[src/rtl/loopdet_pkg.sv]
package loopdet_pkg;
  typedef enum logic [1:0] {
    MODE_IDLE  = 2'd0,
    MODE_TRAIN = 2'd1,
    MODE_DISP  = 2'd2
  } mode_e;

  localparam logic [1:0] FB_LONG    = 2'd1;
  localparam logic [1:0] FB_SHORT   = 2'd2;
  localparam logic [1:0] FB_OFFPATH = 2'd3;

  localparam logic [3:0] PROF_INIT = 4'd8;
  localparam logic [3:0] PROF_MAX  = 4'd15;

  function automatic logic [3:0] prof_up2(input logic [3:0] p);
    return (p > 4'd13) ? PROF_MAX : p + 4'd2;
  endfunction

  function automatic logic [3:0] prof_dn2(input logic [3:0] p);
    return (p < 4'd2) ? 4'd0 : p - 4'd2;
  endfunction
endpackage

[src/rtl/loop_table.sv]
module loop_table
  import loopdet_pkg::*;
#(
  parameter int AW    = 32,
  parameter int UW    = 4,
  parameter int DEPTH = 4,
  parameter int ALIGN = 2
) (
  input  logic          clk,
  input  logic          rst,
  input  logic [AW-1:0] look_pc,
  output logic          look_hit,
  output logic          look_ok,
  output logic [UW-1:0] look_unroll,
  output logic [AW-1:0] look_end,
  input  logic          ins_en,
  input  logic [AW-1:0] ins_start,
  input  logic [AW-1:0] ins_end,
  input  logic [UW-1:0] ins_unroll,
  input  logic          fb_valid,
  input  logic [AW-1:0] fb_pc,
  input  logic [1:0]    fb_kind,
  input  logic          obs_valid,
  input  logic [AW-1:0] obs_pc
);
  localparam int IW = (DEPTH > 1) ? $clog2(DEPTH) : 1;

  logic [AW-1:0] st_a [DEPTH];
  logic [AW-1:0] en_a [DEPTH];
  logic [UW-1:0] un_a [DEPTH];
  logic [3:0]    pr_a [DEPTH];
  logic          vl_a [DEPTH];

  logic [IW-1:0] look_idx, ins_idx;
  logic          ins_dup;

  assign look_idx = look_pc[ALIGN +: IW];
  assign ins_idx  = ins_start[ALIGN +: IW];

  always_comb begin
    look_hit    = vl_a[look_idx] && (st_a[look_idx] == look_pc);
    look_ok     = pr_a[look_idx] >= PROF_INIT;
    look_unroll = un_a[look_idx];
    look_end    = en_a[look_idx];
    ins_dup     = vl_a[ins_idx] && (st_a[ins_idx] == ins_start);
  end

  for (genvar g = 0; g < DEPTH; g++) begin : g_ent
    logic [AW-1:0] st_q, en_q;
    logic [UW-1:0] un_q;
    logic [3:0]    pr_q;
    logic          vl_q, half_q;
    logic          ins_h, fb_h, obs_h;

    assign ins_h = ins_en && !ins_dup && (ins_idx == IW'(g));
    assign fb_h  = fb_valid && vl_q && (st_q == fb_pc);
    assign obs_h = obs_valid && vl_q && (st_q == obs_pc) && (pr_q < PROF_INIT);

    always_ff @(posedge clk) begin
      if (rst) begin
        vl_q   <= 1'b0;
        st_q   <= '0;
        en_q   <= '0;
        un_q   <= '0;
        pr_q   <= '0;
        half_q <= 1'b0;
      end else if (ins_h) begin
        vl_q   <= 1'b1;
        st_q   <= ins_start;
        en_q   <= ins_end;
        un_q   <= ins_unroll;
        pr_q   <= PROF_INIT;
        half_q <= 1'b0;
      end else if (fb_h) begin
        half_q <= 1'b0;
        case (fb_kind)
          FB_LONG:    pr_q <= prof_up2(pr_q);
          FB_SHORT:   pr_q <= prof_dn2(pr_q);
          FB_OFFPATH: pr_q <= 4'd0;
          default:    pr_q <= pr_q;
        endcase
      end else if (obs_h) begin
        if (half_q) begin
          pr_q   <= pr_q + 4'd1;
          half_q <= 1'b0;
        end else begin
          half_q <= 1'b1;
        end
      end
    end

    assign st_a[g] = st_q;
    assign en_a[g] = en_q;
    assign un_a[g] = un_q;
    assign pr_a[g] = pr_q;
    assign vl_a[g] = vl_q;
  end
endmodule

[src/rtl/train_accum.sv]
module train_accum #(
  parameter int CW  = 4,
  parameter int CAP = 64,
  parameter int UW  = 4
) (
  input  logic          clk,
  input  logic          rst,
  input  logic          clr,
  input  logic          add,
  input  logic [CW-1:0] cost,
  input  logic          ser,
  output logic          fin_ok,
  output logic [UW-1:0] fin_unroll
);
  localparam int SW = $clog2(CAP + 1) + 1;
  localparam int XW = SW + CW + UW;
  localparam logic [XW-1:0] CAPX = XW'(CAP);
  localparam logic [XW-1:0] UMAX = XW'((1 << UW) - 1);

  logic [SW-1:0] sum_q;
  logic          ser_q;
  logic [XW-1:0] tot, quo;
  logic          over;

  always_comb begin
    tot    = XW'(sum_q) + XW'(cost);
    over   = tot > CAPX;
    quo    = (tot == '0) ? '0 : CAPX / tot;
    fin_ok = !over && (tot != '0) && !ser_q && !ser;
    fin_unroll = (quo > UMAX) ? UMAX[UW-1:0] : quo[UW-1:0];
  end

  always_ff @(posedge clk) begin
    if (rst || clr) begin
      sum_q <= '0;
      ser_q <= 1'b0;
    end else if (add) begin
      sum_q <= over ? SW'(CAP + 1) : tot[SW-1:0];
      ser_q <= ser_q | ser;
    end
  end
endmodule

[src/rtl/loop_fsm.sv]
module loop_fsm
  import loopdet_pkg::*;
#(
  parameter int AW    = 32,
  parameter int UW    = 4,
  parameter int ALIGN = 2
) (
  input  logic          clk,
  input  logic          rst,
  input  logic          dec_valid,
  input  logic [AW-1:0] dec_pc,
  input  logic          dec_bwd,
  input  logic [AW-1:0] dec_tgt,
  input  logic          disp_done,
  input  logic          look_hit,
  input  logic          look_ok,
  input  logic [UW-1:0] look_unroll,
  input  logic [AW-1:0] look_end,
  input  logic          fin_ok,
  input  logic [UW-1:0] fin_unroll,
  output logic          acc_clr,
  output logic          acc_add,
  output logic          ins_en,
  output logic [AW-1:0] ins_start,
  output logic [AW-1:0] ins_end,
  output logic [UW-1:0] ins_unroll,
  output logic [1:0]    mode_o,
  output logic          start_o,
  output logic [UW-1:0] unroll_o,
  output logic [AW-1:0] ft_o
);
  localparam logic [AW-1:0] STEP = AW'(1 << ALIGN);

  mode_e         st_q, st_d;
  logic [AW-1:0] tr_start_q, tr_end_q;
  logic          go, is_end, restart, begin_tr;

  always_comb begin
    go       = dec_valid && look_hit && look_ok && (st_q != MODE_DISP);
    is_end   = (st_q == MODE_TRAIN) && dec_valid && dec_bwd &&
               (dec_pc == tr_end_q) && (dec_tgt == tr_start_q);
    restart  = (st_q == MODE_TRAIN) && dec_valid && dec_bwd && !is_end;
    begin_tr = (st_q == MODE_IDLE) && dec_valid && dec_bwd;
    acc_clr  = (begin_tr || restart) && !go;
    acc_add  = (st_q == MODE_TRAIN) && dec_valid && !go && !restart;
    ins_en   = is_end && !go && fin_ok;
    ins_start  = tr_start_q;
    ins_end    = tr_end_q;
    ins_unroll = fin_unroll;

    st_d = st_q;
    if (go) st_d = MODE_DISP;
    else begin
      case (st_q)
        MODE_IDLE:  if (begin_tr) st_d = MODE_TRAIN;
        MODE_TRAIN: if (is_end) st_d = MODE_IDLE;
        MODE_DISP:  if (disp_done) st_d = MODE_IDLE;
        default:    st_d = MODE_IDLE;
      endcase
    end
  end

  always_ff @(posedge clk) begin
    if (rst) begin
      st_q       <= MODE_IDLE;
      tr_start_q <= '0;
      tr_end_q   <= '0;
      start_o    <= 1'b0;
      unroll_o   <= '0;
      ft_o       <= '0;
    end else begin
      st_q    <= st_d;
      start_o <= go;
      if (acc_clr) begin
        tr_start_q <= dec_tgt;
        tr_end_q   <= dec_pc;
      end
      if (go) begin
        unroll_o <= look_unroll;
        ft_o     <= look_end + STEP;
      end
    end
  end

  assign mode_o = st_q;
endmodule

[src/rtl/loop_detect_top.sv]
module loop_detect_top #(
  parameter int AW    = 32,
  parameter int CW    = 4,
  parameter int CAP   = 64,
  parameter int DEPTH = 4,
  parameter int UW    = 4,
  parameter int ALIGN = 2
) (
  input  logic          clk,
  input  logic          rst,
  input  logic          dec_valid,
  input  logic [AW-1:0] dec_pc,
  input  logic          dec_bwd_taken,
  input  logic [AW-1:0] dec_target,
  input  logic [CW-1:0] dec_cost,
  input  logic          dec_serial,
  input  logic          disp_done,
  input  logic          fb_valid,
  input  logic [AW-1:0] fb_pc,
  input  logic [1:0]    fb_kind,
  input  logic          obs_valid,
  input  logic [AW-1:0] obs_pc,
  output logic [1:0]    mode,
  output logic          disp_start,
  output logic [UW-1:0] disp_unroll,
  output logic [AW-1:0] disp_fallthru
);
  logic          look_hit, look_ok;
  logic [UW-1:0] look_unroll, fin_unroll, ins_unroll;
  logic [AW-1:0] look_end, ins_start, ins_end;
  logic          fin_ok, acc_clr, acc_add, ins_en;

  loop_table #(.AW(AW), .UW(UW), .DEPTH(DEPTH), .ALIGN(ALIGN)) u_tab (
    .clk(clk), .rst(rst),
    .look_pc(dec_pc), .look_hit(look_hit), .look_ok(look_ok),
    .look_unroll(look_unroll), .look_end(look_end),
    .ins_en(ins_en), .ins_start(ins_start), .ins_end(ins_end), .ins_unroll(ins_unroll),
    .fb_valid(fb_valid), .fb_pc(fb_pc), .fb_kind(fb_kind),
    .obs_valid(obs_valid), .obs_pc(obs_pc)
  );

  train_accum #(.CW(CW), .CAP(CAP), .UW(UW)) u_acc (
    .clk(clk), .rst(rst), .clr(acc_clr), .add(acc_add),
    .cost(dec_cost), .ser(dec_serial),
    .fin_ok(fin_ok), .fin_unroll(fin_unroll)
  );

  loop_fsm #(.AW(AW), .UW(UW), .ALIGN(ALIGN)) u_fsm (
    .clk(clk), .rst(rst),
    .dec_valid(dec_valid), .dec_pc(dec_pc), .dec_bwd(dec_bwd_taken), .dec_tgt(dec_target),
    .disp_done(disp_done),
    .look_hit(look_hit), .look_ok(look_ok), .look_unroll(look_unroll), .look_end(look_end),
    .fin_ok(fin_ok), .fin_unroll(fin_unroll),
    .acc_clr(acc_clr), .acc_add(acc_add),
    .ins_en(ins_en), .ins_start(ins_start), .ins_end(ins_end), .ins_unroll(ins_unroll),
    .mode_o(mode), .start_o(disp_start), .unroll_o(disp_unroll), .ft_o(disp_fallthru)
  );
endmodule

[config.mk]
export PLATFORM = sky130hd
export DESIGN_NAME = loop_detect_top
export DESIGN_NICKNAME = d
export VERILOG_FILES = /design/src/rtl/loopdet_pkg.sv /design/src/rtl/loop_table.sv /design/src/rtl/train_accum.sv /design/src/rtl/loop_fsm.sv /design/src/rtl/loop_detect_top.sv
export SDC_FILE = /design/constraint.sdc
export NUM_CORES = 1
export LEC_CHECK = 0
export ABC_AREA = 0
export BUFFER_PORTS_ARGS = -buffer_cell sky130_fd_sc_hd__buf_2
export CELL_PAD_IN_SITES_DETAIL_PLACEMENT = 2
export CELL_PAD_IN_SITES_GLOBAL_PLACEMENT = 2
export CORE_ASPECT_RATIO = 1.25
export CORE_MARGIN = 2
export CORE_UTILIZATION = 39
export DETAILED_ROUTE_END_ITERATION = 10
export PLACE_DENSITY = 0.78
export SYNTH_ARGS = -nofsm -noshare
export SYNTH_HDL_FRONTEND = slang
export SYNTH_SLANG_ARGS = --single-unit
[constraint.sdc]
create_clock -name clk -period 44.7 [get_ports clk]
set_clock_uncertainty 0.1 [all_clocks]
set_input_delay 4.47 -clock clk [delete_from_list [all_inputs] [get_ports clk]]
set_output_delay 4.47 -clock clk [all_outputs]
set_load 0.03 [all_outputs]
==> run_results.csv <==
group,metric,value,unit
outcome,status,"finished clean",
timing,period_minus_slack,39.37,ns
critical_path,cp.arrival,39.73,ns
global_route,overflow,0,
timing,tightestPinTransition,1.144,ns
timing,drv_slew,0,
critical_path,worstPathMaxFanout,14,
worst_hold_path,holdPathStages,2,
global_route,grt_pass1_wl,181100,um
floorplan,die_area,75750,um2
placement,io_buffers,180,
global_route,grt_max_degree,84,
floorplan,num_io_pins,181,
cts,clockBufferDepth,3,
placement,place.gp.congestion,1.045,
critical_path,worstRegToRegCells,143,
flow_run,maxCapViolations,0,
drt,totalWireLength,121000,um
cts,cts_setup_buffers,0,
logic_synthesis,synth_cell_types,108,
logic_synthesis,synth.most_common_cell,"nor2_1",
cts,cts-buffers-inserted,46,
drt,drt_first_pass_iters,5,
layout,nets,3556,
critical_path,slowest_stage,"nor4_2",
timing,slew_headroom,23.09,%
floorplan,start_util,39.27,%
worst_hold_path,hold_path.startpoint,"u_acc.sum_q[3]",
critical_path,endpoint_kind,"register",
worst_hold_path,hold_class,"reg -> reg",
drt,via_per_inst,5.908,
floorplan,die_x,246.6,um
logic_synthesis,synth_top_area_share,28.47,%
critical_path,crit_required,45.06,ns
drt,routedWlPerCell,28.16,um
cts,clock_sinks,408,
logic_synthesis,syn_nets,3489,
logic_synthesis,ys.flop_type,"dfxtp_1",
logic_synthesis,yosysWarnings,0,
worst_hold_path,whs_endpoint,"u_acc.sum_q[3]",
floorplan,die_h,307.2,um
logic_synthesis,ys_ff_latch,408,
cts,cts_root_buf,"clkbuf_16",
drt,drt_iter0_drc,1252,
logic_synthesis,avgSynthCellArea,8.887,um2
timing,setup_tns,0,ns
logic_synthesis,syn_area,28690,um2
floorplan,row_count,111,
drt,vias,25380,
logic_synthesis,yosysTopAreaCell,"dfxtp_1",
cts,cts_tree,"done",
layout,multi_input_area,19560,um2
logic_synthesis,yosysSeqAreaShare,28.47,%
critical_path,worst-setup-path-type,"in -> reg",
critical_path,start_kind,"primary input",
logic_synthesis,synthArstFlopShare,0,%
critical_path,path_common_cell,"ha_1",
cts,postCtsHoldBufs,0,
cts,clk_latency,0.62,ns
logic_synthesis,synth_edf_count,0,
layout,fillers,8040,
drt,route.detailed.drc,0,
layout,regArea,8170,um2
layout,drive_above_1_share,14.08,%
cts,cts_resized,0,
timing,hold_viol,0,
critical_path,critPathMaxStageDelay,0.87,ns
critical_path,r2r-start,"u_acc.sum_q[0]",
drt,drtAntennaViolNets,0,
timing,fmax,0.02540,GHz
critical_path,r2r_end,"u_tab.g_ent[3].un_q[0]",
logic_synthesis,synth_common_cells,"nor2_1, dfxtp_1, mux2i_1",
layout,area_delta_synth_final,11.35,%
timing,rsz0062_at_grt,"false",
global_route,antenna_found_initial,7,
critical_path,crit_path_start,"dec_cost[0]",
global_route,grt_pass1_vias,28210,
cts,path_clk_slew,0.06,ns
cts,htreeDepth,2,
critical_path,r2r_setup_slack,8.95,ns
floorplan,coreArea,73050,um2
placement,hpwl,92550,um
timing,finalSetupViolCount,0,
logic_synthesis,postSynthCellCount,3228,
global_route,grt_usage,31.72,%
logic_synthesis,yosys-top-cells-area,"dfxtp_1, mux2i_1, xnor2_1, mux4_2, nor2_1",
timing,finalCritPeriodShare,88.08,%
-- area by class of cell --
class / instances / area share (%)
timing repair buffer: 213 / 3.643
sequential: 408 / 25.58
antenna: 4 / 0.03134
multi-input combinational: 2564 / 61.23
clock buffer: 66 / 4.183
inverter: 62 / 0.7286
clock inverter: 19 / 0.8422
tap: 960 / 3.760
-- layer usage --
layer  up-vias  routed length, um  part of all wire (%)  global-route usage (%)
met5         -                  0                     0                       0
met4         0               6725                   5.6                   15.68
met3       243               4069                   3.4                   3.207
met2       597              62520                    52                   58.30
met1     12980              47660                    39                   36.26
li1      11560                  -                     -                       -
-- worst max-delay path: cells and delay by family --
kind	cells	cell delay (ns)
AOI/OAI and AO/OA	81	18.68
adders and majority gates	16	5.39
buffers and inverters	5	0.56
muxes	5	1.24
and+or+nand+nor	37	9.31
-- layout by cell type, fill, tap and decap left out, types with 46 or more instances in the layout --
master,count
nor2_1,541
dfxtp_1,406
mux2i_1,344
xnor2_1,280
buf_2,177
xor2_1,170
nand2_1,131
a21oi_1,123
ha_1,118
mux4_2,97
nand4_1,80
o21ai_0,73
inv_1,60
nor3_1,54
nor4_1,53
nand3_1,52
clkbuf_16,46
-- metrics by stage --
stage | std cells | setup WS (ns) | hold WS (ns) | utilization, % | cell area [um2]
final | 4296 | 5.328 | 0.3643 | 43.72 | 31940
after global routing | 4296 | 2.123 | 0.3929 | 43.72 | 31940
after CTS | 4292 | 5.508 | 0.3658 | 43.71 | 31930
after detailed placement | 4207 | 5.016 | 0.3572 | 41.51 | 30330
after global placement | 4207 | 7.140 | 0.3429 | 41.51 | 30330
after floorplan | 3228 | 11.19 | 0.3316 | - | 28690
-- registers in the layout, indices dropped and copies added, names as in the netlist, 2 cells and up --
name and flops:
u_tab.g_ent.en_q 128, u_tab.g_ent.st_q 128, u_fsm.ft_o 32, u_fsm.ins_end 32, u_fsm.ins_start 32, u_tab.g_ent.pr_q 16
u_tab.g_ent.un_q 16, u_acc.sum_q 8, u_fsm.unroll_o 4, u_tab.g_ent.half_q 4, u_tab.g_ent.vl_q 4, u_fsm.mode_o 2
-- cells by family after synthesis --
kind of cell / synth area share, %
and+or+nand+nor: 17.68
other: 0.01307
muxes: 20.48
DFF: 28.47
AOI/OAI and AO/OA: 10.87
adders and majority gates: 5.217
buffers and inverters: 3.468
xor gates and xnor gates: 13.80
-- worst max path at each step --
stage                                        end  slack [ns]
after floorplan           u_tab.g_ent[1].un_q[0]       11.19
after global routing      u_tab.g_ent[3].un_q[0]        2.12
after global placement    u_tab.g_ent[2].un_q[0]        7.14
after detailed placement  u_tab.g_ent[1].un_q[0]        5.02
final                     u_tab.g_ent[3].un_q[0]        5.33
after CTS                 u_tab.g_ent[3].un_q[0]        5.51
Power is left out: the tool's default activity adds up to more than one toggle a clock period on the data nets, which glitch-free logic cannot reach.
